### src/rtl/tagtx_pkg.sv
package tagtx_pkg;
  // Strobes the control module issues to the datapath each cycle
  typedef struct packed {
    logic push;      // store wrData this edge
    logic pop;       // retire head entry this edge
    logic tagEop;    // end-of-packet marker for the pushed entry
    logic tagAbort;  // abort marker for the pushed entry
  } fifoStrobe_t;
endpackage

### src/rtl/tagtx_dp.sv
module tagtx_dp
  import tagtx_pkg::*;
#(
  parameter int DATA_W = 8,
  parameter int DEPTH  = 19
) (
  input  logic              clk,
  input  logic              rst,
  input  fifoStrobe_t       strobe,
  input  logic [DATA_W-1:0] wrData,
  input  logic              empty,
  output logic [DATA_W-1:0] rdData,
  output logic              rdEop,
  output logic              rdAbort
);
  localparam int ENTRY_W = DATA_W + 2;
  localparam int PTR_W   = (DEPTH > 1) ? $clog2(DEPTH) : 1;
  localparam logic [PTR_W-1:0] LAST_IDX = PTR_W'(DEPTH - 1);

  logic [ENTRY_W-1:0] mem [DEPTH];
  logic [PTR_W-1:0]   wrPtr, rdPtr;
  logic [ENTRY_W-1:0] headEntry;

  function automatic logic [PTR_W-1:0] bump(input logic [PTR_W-1:0] p);
    return (p == LAST_IDX) ? '0 : p + 1'b1;
  endfunction

  always_ff @(posedge clk) begin
    if (rst) begin
      wrPtr <= '0;
      rdPtr <= '0;
    end else begin
      if (strobe.push) wrPtr <= bump(wrPtr);
      if (strobe.pop)  rdPtr <= bump(rdPtr);
    end
  end

  always_ff @(posedge clk) begin
    if (strobe.push) mem[wrPtr] <= {strobe.tagEop, strobe.tagAbort, wrData};
  end

  always_comb begin
    headEntry = empty ? '0 : mem[rdPtr];
    rdData    = headEntry[DATA_W-1:0];
    rdAbort   = headEntry[DATA_W];
    rdEop     = headEntry[DATA_W+1];
  end


  rd_advance_chk: assert property (@(posedge clk) disable iff (rst)
    strobe.pop |=> rdPtr != $past(rdPtr) || DEPTH == 1);


  wr_advance_chk: assert property (@(posedge clk) disable iff (rst)
    strobe.push |=> wrPtr != $past(wrPtr) || DEPTH == 1);
endmodule

### src/rtl/tagtx_ctrl.sv
module tagtx_ctrl
  import tagtx_pkg::*;
#(
  parameter int DEPTH      = 19,
  parameter int LOW_LEVEL  = 4,
  parameter int HIGH_LEVEL = 14
) (
  input  logic        clk,
  input  logic        rst,
  input  logic        wrEn,
  input  logic        rdEn,
  input  logic        setEop,
  input  logic        setAbort,
  input  logic        thrSel,
  output fifoStrobe_t strobe,
  output logic        empty,
  output logic [1:0]  fillCode,
  output logic        lowEvent,
  output logic        overflow,
  output logic        eopPend,
  output logic        abortPend
);
  localparam int CNT_W = $clog2(DEPTH + 1);
  localparam logic [CNT_W-1:0] FULL_CNT = CNT_W'(DEPTH);
  localparam logic [CNT_W-1:0] LOW_THR  = CNT_W'(LOW_LEVEL);
  localparam logic [CNT_W-1:0] HIGH_THR = CNT_W'(HIGH_LEVEL);

  logic [CNT_W-1:0] count, countNext, thr;
  logic             full;

  assign empty = (count == '0);
  assign full  = (count == FULL_CNT);
  assign thr   = thrSel ? HIGH_THR : LOW_THR;

  always_comb begin
    strobe.push     = wrEn && !full;
    strobe.pop      = rdEn && !empty;
    strobe.tagEop   = eopPend | setEop;
    strobe.tagAbort = abortPend | setAbort;
    countNext = count;
    if (strobe.push && !strobe.pop)      countNext = count + 1'b1;
    else if (strobe.pop && !strobe.push) countNext = count - 1'b1;
  end

  always_comb begin
    if (empty)          fillCode = 2'b00;
    else if (count <= thr) fillCode = 2'b01;
    else if (!full)     fillCode = 2'b10;
    else                fillCode = 2'b11;
  end

  always_ff @(posedge clk) begin
    if (rst) begin
      count     <= '0;
      eopPend   <= 1'b0;
      abortPend <= 1'b0;
      lowEvent  <= 1'b0;
      overflow  <= 1'b0;
    end else begin
      count     <= countNext;
      eopPend   <= strobe.push ? 1'b0 : strobe.tagEop;
      abortPend <= strobe.push ? 1'b0 : strobe.tagAbort;
      lowEvent  <= (count == thr + 1'b1) && (countNext == thr);
      overflow  <= wrEn && full;
    end
  end


  count_bound_chk: assert property (@(posedge clk) disable iff (rst)
    count <= FULL_CNT);


  overflow_src_chk: assert property (@(posedge clk) disable iff (rst)
    overflow |-> $past(full) && $past(wrEn) && $stable(count) || $past(rdEn));


  tag_clear_chk: assert property (@(posedge clk) disable iff (rst)
    strobe.push |=> !eopPend && !abortPend);


  low_edge_chk: assert property (@(posedge clk) disable iff (rst)
    lowEvent |-> $past(count) == count + 1'b1);


  reset_state_chk: assert property (@(posedge clk)
    rst |=> empty && !eopPend && !abortPend && !lowEvent && !overflow);
endmodule

### src/rtl/tagged_tx_fifo.sv
module tagged_tx_fifo
  import tagtx_pkg::*;
#(
  parameter int DATA_W     = 8,
  parameter int DEPTH      = 19,
  parameter int LOW_LEVEL  = 4,
  parameter int HIGH_LEVEL = 14
) (
  input  logic              clk,
  input  logic              rst,
  input  logic              wrEn,
  input  logic [DATA_W-1:0] wrData,
  input  logic              setEop,
  input  logic              setAbort,
  input  logic              thrSel,
  input  logic              rdEn,
  output logic [DATA_W-1:0] rdData,
  output logic              rdEop,
  output logic              rdAbort,
  output logic              rdEmpty,
  output logic [1:0]        fillCode,
  output logic              lowEvent,
  output logic              overflow,
  output logic              eopPending,
  output logic              abortPending
);
  fifoStrobe_t strobe;

  tagtx_ctrl #(
    .DEPTH(DEPTH), .LOW_LEVEL(LOW_LEVEL), .HIGH_LEVEL(HIGH_LEVEL)
  ) u_ctrl (
    .clk(clk), .rst(rst), .wrEn(wrEn), .rdEn(rdEn),
    .setEop(setEop), .setAbort(setAbort), .thrSel(thrSel),
    .strobe(strobe), .empty(rdEmpty), .fillCode(fillCode),
    .lowEvent(lowEvent), .overflow(overflow),
    .eopPend(eopPending), .abortPend(abortPending)
  );

  tagtx_dp #(.DATA_W(DATA_W), .DEPTH(DEPTH)) u_dp (
    .clk(clk), .rst(rst), .strobe(strobe), .wrData(wrData),
    .empty(rdEmpty), .rdData(rdData), .rdEop(rdEop), .rdAbort(rdAbort)
  );
endmodule

### config.mk
export PLATFORM = sky130hd
export DESIGN_NAME = tagged_tx_fifo
export DESIGN_NICKNAME = d
export VERILOG_FILES = /design/src/rtl/tagtx_pkg.sv /design/src/rtl/tagtx_dp.sv /design/src/rtl/tagtx_ctrl.sv /design/src/rtl/tagged_tx_fifo.sv
export SDC_FILE = /design/constraint.sdc
export NUM_CORES = 1
export LEC_CHECK = 0
export ABC_AREA = 1
export BUFFER_PORTS_ARGS = -buffer_cell sky130_fd_sc_hd__buf_4
export CORE_MARGIN = 5
export CORE_UTILIZATION = 55
export DETAILED_ROUTE_END_ITERATION = 12
export HOLD_SLACK_MARGIN = 0.08
export PLACE_DENSITY_LB_ADDON = 0.12
export SLEW_MARGIN = 30
export SYNTH_ARGS = -nofsm -noshare
export SYNTH_HDL_FRONTEND = slang
export SYNTH_SLANG_ARGS = --single-unit
### constraint.sdc
create_clock -name clk -period 3.8 [get_ports clk]
set_input_delay 0 -clock clk [delete_from_list [all_inputs] [get_ports clk]]
set_output_delay 0 -clock clk [all_outputs]
set_load 0.005 [all_outputs]
==> results of run 1 <==
## registers in the layout, summed over array words and instances (netlist names), named ones only
register          count
u_dp.mem            190
u_ctrl.count          5
u_dp.rdPtr            5
u_dp.wrPtr            5
u_ctrl.abortPend      1
u_ctrl.eopPend        1
u_ctrl.lowEvent       1
u_ctrl.overflow       1
## path summary, 6_finish.rpt
path / startpoint / endpoint / cells past startpoint / slack, ns
worst max-delay path: flop / rdAbort / 9 / 1.13
worst min-delay path: rst / u_ctrl.count[2]$_SDFF_PP0_ / 3 / 0.32
worst max register to register: u_ctrl.count[0]$_SDFF_PP0_ / u_dp.mem[16][0]$_DFFE_PP_ / 6 / 1.38
worst min register to register: u_ctrl.eopPend$_SDFF_PP0_ / u_ctrl.eopPend$_SDFF_PP0_ / 2 / 0.50
## through the flow
stage	util, %	area, µm²
2_1_floorplan	-	8910
3_5_place_dp	58.6	9300
6_report	63.8	10100
4_1_cts	63.7	10100
3_3_place_gp	58.6	9300
5_1_grt	63.8	10100
## layout by cell type, fill, tap and decap left out, types with 11 or more instances in the layout
cell type / Yosys / final
o211ai_1: 38 / 38
clkbuf_16: 0 / 23
buf_4: 0 / 37
nand2_1: 47 / 47
dfxtp_1: 24 / 22
ha_1: 11 / 11
a21oi_1: 30 / 30
o21ai_0: 104 / 104
inv_1: 47 / 47
dlygate4sd3_1: 0 / 15
nand3_1: 34 / 34
nor2_1: 176 / 174
edfxtp_1: 190 / 190
## layer usage
metal	track usage, %	vias up
li1	-	2826
met1	33.5	2910
met2	35.6	254
met3	3.80	43
met4	7.65	0
met5	0	-
## area by class of cell
type                            instances  area (µm²)  share of cell area (%)
Clock buffer                           30         602                    5.94
Clock inverter                          9        67.6                   0.667
Inverter                               49         184                    1.82
Multi-Input combinational cell        476        2390                    23.6
Sequential cell                       214        6190                    61.1
Tap cell                              216         270                    2.67
Timing Repair Buffer                   52         428                    4.22
## worst max-delay path, cell delays in order (launching register included)
cell and delay, ns:
dfxtp_2 0.32, inv_2 0.49, buf_4 0.38, nor2_1 0.07
o211ai_1 0.28, o211ai_1 0.19, nand3_1 0.21, nand2_1 0.07
inv_1 0.06, buf_4 0.10
## kinds of logic after synthesis
family	Yosys count
compound gates	183
xor+xnor	5
fa+ha+maj	11
buf+inv	87
flops	214
simple gates	277
## report_power, final
| part | internal, mW | leakage, nW | switching, mW |
|---|---|---|---|
| registers | 2.61 | 1.91 | 0.0603 |
| logic | 0.420 | 1.32 | 0.814 |
| clock network | 1.17 | 0.324 | 0.837 |
## what timing repair did
action,4_1_cts,5_1_grt
endpoints found under the hold margin,174,0
setup endpoints to repair,0,0
hold buffers,15,0
==> flow_summary.ini, run 1 <==
[route]
routed-wl-met3_mm = 1.61
drc = 0
drt-initial-drc-count = 622
top_layer = met4
wl_met2_mm = 9.47
avgRoutedWirePerCell_um = 19.9
drt-met1-wl_mm = 9.11
ant_nets = 0
via_per_inst = 5.77
drt_pass1_iterations = 5
num_vias = 6033
routed_wl_mm = 20.8

[timing]
holdWs_ns = 0.324
grt_setup_unrepaired = false
fmax_ghz = 0.375
drv_slew = 0
post-route-period-util_pct = 70.2
tightest_slew_ns = 0.993
setup-tns-final_ns = 0
setup_viol_count_final = 0
worst_slack_ns = 1.13
period_needed_ns = 2.67
hold_viol = 0
slew_headroom_pct = 33.6
fin_skew_ns = 0.0121

[cts]
path_clk_slew_ns = 0.06
clockBufferDepth = 3
clock_sinks = 214
cts_buffers = 22
ctsRootBufferMaster = clkbuf_16
post_cts_resized = 0
clk_latency_ns = 0.50
cts_tree = built
htreeDepth = 1
post_cts_buffers = 0

[synth]
synth_warnings = 0
async_flop_share_pct = 0
syn_nets = 803
synth_fa_ha_area_share_pct = 1.54
synth_common_cells = edfxtp_1, nor2_1, o21ai_0
synth_top_cell_by_area = edfxtp_1
synth-seq-area-share_pct = 69.4
synth_top_family_by_area = simple AND/OR/NAND/NOR gates
synth-compound-area-share_pct = 11.8
synth_simple_gate_area_share_pct = 12.9
synth_cell_type_count = 31
yosysMostFrequentCell = edfxtp_1
synth_area_leaders = edfxtp_1, nor2_1, o21ai_0, dfxtp_1, o211ai_1
yosysTopAreaCellShare_pct = 64.0
synth_area_um2 = 8910
synth-seq-cells = 214
ys.flop_type = edfxtp_1
avgSynthCellArea_um2 = 11.5
synth_xor_area_share_pct = 0.492
synth_edf_count = 190
synth.area.mux_share_pct = 0
netlist_instances = 777

[worst_setup_path]
worstPathArrival_ns = 2.67
cp.required_ns = 3.80
crit_type = flop to primary output
critPathLaunchType = flop
crit_path_end_kind = primary output
critPathMaxFanout = 40

[die]
die_h_um = 137
fp.coreArea_um2 = 15900
num_rows = 46
die_x_um = 137
die_area_um2 = 18800
start_util_pct = 56.1
num_io_pins = 32

[cells_and_area]
finalNonFillerCells = 1046
diodes = 0
drive_gt1_share_pct = 9.76
fillers = 1290
area_growth_pct = 13.7
num-nets-final = 841

[grt]
grt_max_degree = 91
antenna_found_initial = 0
grt-ovfl-total = 0
grt_pass1_vias = 6006
grtUsageTotal_pct = 23.0
grt_pass1_wl_mm = 33.0

[power]
power_leakage_nw = 3.56
p_total_mw = 5.92
p_per_area_nw_per_um2 = 584
ir_worst_vdd_v = 0.000402

[place]
dp_hpwl_mm = 13.2
port_buffers = 31
dp.cells = 992
gp_routability_congestion = 0.863
pre_cts_slack_ns = 1.34

[run]
max_cap_viol_count = 0

[worst_hold_path]
worstHoldPathType = input pin to flop

[outcome]
outcome = complete, no violations
(Power assumes the default switching activity.)
==> inputs of run 2 (changes only) <==
clock period = 2.6 ns   (was 3.8 ns; I/O delays follow)
==> run 2 against run 1 <==
Effect of this change: die area did not move; combinational power is 51% higher; cell count up 2.2%.
==> flow_summary.ini, run 2 (synthesized netlist as in run 1, its figures left out) <==
[outcome]
outcome = complete, no violations

[cts]
ctsRootBufferMaster = clkbuf_16
path_clk_slew_ns = 0.06
htreeDepth = 1
clock_sinks = 214
cts_buffers = 22
clk_latency_ns = 0.52
clockBufferDepth = 3
cts_tree = built

[cells_and_area]
largest_register = u_dp.mem
diodes = 0
layout_commonest_cell = edfxtp_1
largest_reg_flops = 190
num-nets-final = 865
drive_gt1_share_pct = 12.4
fillers = 1241
layout_common_cells = edfxtp_1, nor2_1, o21ai_0
finalNonFillerCells = 1069
area_growth_pct = 16.3

[route]
avgRoutedWirePerCell_um = 20.2
num_vias = 6209
drt_pass1_iterations = 5
via_per_inst = 5.81
drt-initial-drc-count = 663
routed_wl_mm = 21.6
ant_nets = 0
drc = 0

[grt]
grtUsageTotal_pct = 23.6
grt_pass1_vias = 6084
antenna_found_initial = 0
grt_max_degree = 91
grt-ovfl-total = 0
grt_pass1_wl_mm = 33.3

[worst_setup_path]
critPathLaunchType = flop
cp.buffers_inverters = 3
timing.rr.start = u_ctrl.count[0]$_SDFF_PP0_
r2r-end = u_ctrl.count[0]$_SDFF_PP0_
crit_chain = inv_1 -> o211ai_1 -> nand3_1 -> nand3_1 -> nand2_1 -> inv_1 -> buf_4
reg2reg_depth = 9
cp.depth = 7
crit_path_end_kind = primary output
rrSetupSlack_ns = 0.42
worstPathArrival_ns = 2.47
crit_type = flop to primary output
cp_slowest_stage_delay_ns = 0.69
slowest_stage = dfxtp_1
crit_path_end = rdData[7]
path_delay_family = flip-flops
critPathMaxFanout = 14
cp.required_ns = 2.60

[worst_hold_path]
worstHoldPathType = input pin to flop

[die]
start_util_pct = 56.1
num_rows = 46
fp.coreArea_um2 = 15900
die_x_um = 137
die_h_um = 137
die_area_um2 = 18800
num_io_pins = 32

[timing]
slew_headroom_pct = 35.1
holdWs_ns = 0.306
period_needed_ns = 2.47
worst_slack_ns = 0.130
setup_viol_count_final = 0
setup-tns-final_ns = 0
fmax_ghz = 0.405
fin_skew_ns = 0.0159
hold_viol = 0
drv_slew = 0
tightest_slew_ns = 0.972
grt_setup_unrepaired = false
post-route-period-util_pct = 95.0

[place]
dp_hpwl_mm = 13.3
pre_cts_slack_ns = 0.577
dp.cells = 1012
gp_routability_congestion = 0.893
port_buffers = 31

[run]
max_cap_viol_count = 0

[power]
ir_worst_vdd_v = 0.000720
power_leakage_nw = 3.72
p_per_area_nw_per_um2 = 848
==> run 2: cell count changes in the layout (fill, tap and decap cells not counted), sizes merged <==
cell and change:
buf +21, clkbuf -2, clkinv +1, dlygate4sd3 +3
==> run 2: worst min-delay path, delay by kind of cell <==
family        cells  cell delay, ns
buf+inv           2            0.71
simple gates      1            0.06
==> run 2: metrics by stage <==
| step | utilization, % | cell area (µm²) | total power [mW] |
|---|---|---|---|
| after floorplan | - | 8910 | 5.09 |
| after global placement | 59.7 | 9480 | 5.74 |
| after detailed placement | 59.7 | 9480 | 5.78 |
| after CTS | 65.2 | 10400 | 8.81 |
| after global routing | 65.3 | 10400 | 9.21 |
| final | 65.3 | 10400 | 8.79 |
==> run 2: area by class of cell <==
class                   instances  area (µm²)  area share (%)
clock buffers                  28         603            5.82
clock inverters                10        90.1           0.869
inverters                      49         188            1.81
multi-input cells             476        2380            23.0
flip-flops and latches        214        6190            59.7
well taps                     216         270            2.61
repair buffers                 76         641            6.18
==> run 2: what timing repair did <==
item                                    4_1_cts  5_1_grt
hold endpoints to repair                    174        0
hold buffers                                 18        0
endpoints found under the setup margin        0       10
buffers inserted                              0        1
gates resized for setup                       0        2
==> run 2: where the power goes <==
part | internal, mW | leakage [nW] | total [mW] | switching [mW]
clock | 1.74 | 0.346 | 3.02 | 1.27
sequential | 3.82 | 1.91 | 3.91 | 0.0884
combinational | 0.649 | 1.46 | 1.86 | 1.21
==> run 2: worst min path at each step <==
stage	cells after the start	endpoint	slack (ns)	from
floorplan	0	u_dp.mem[0][0]$_DFFE_PP_	0.1	wrData[0]
global placement	3	u_ctrl.eopPend$_SDFF_PP0_	0.25	setEop
detailed placement	3	u_ctrl.abortPend$_SDFF_PP0_	0.26	setAbort
CTS	3	u_ctrl.count[4]$_SDFF_PP0_	0.29	rst
global route	3	u_ctrl.count[4]$_SDFF_PP0_	0.32	rst
finish	3	u_ctrl.count[4]$_SDFF_PP0_	0.31	rst
==> run 2: layer usage <==
metal / vias to the layer above / global-route usage [%] / routed length, µm
met5: - / 0 / 0
met4: 0 / 6.21 / 457
met3: 38 / 4.24 / 1590
met2: 241 / 39.0 / 10600
met1: 3059 / 32.7 / 8930
li1: 2871 / - / -
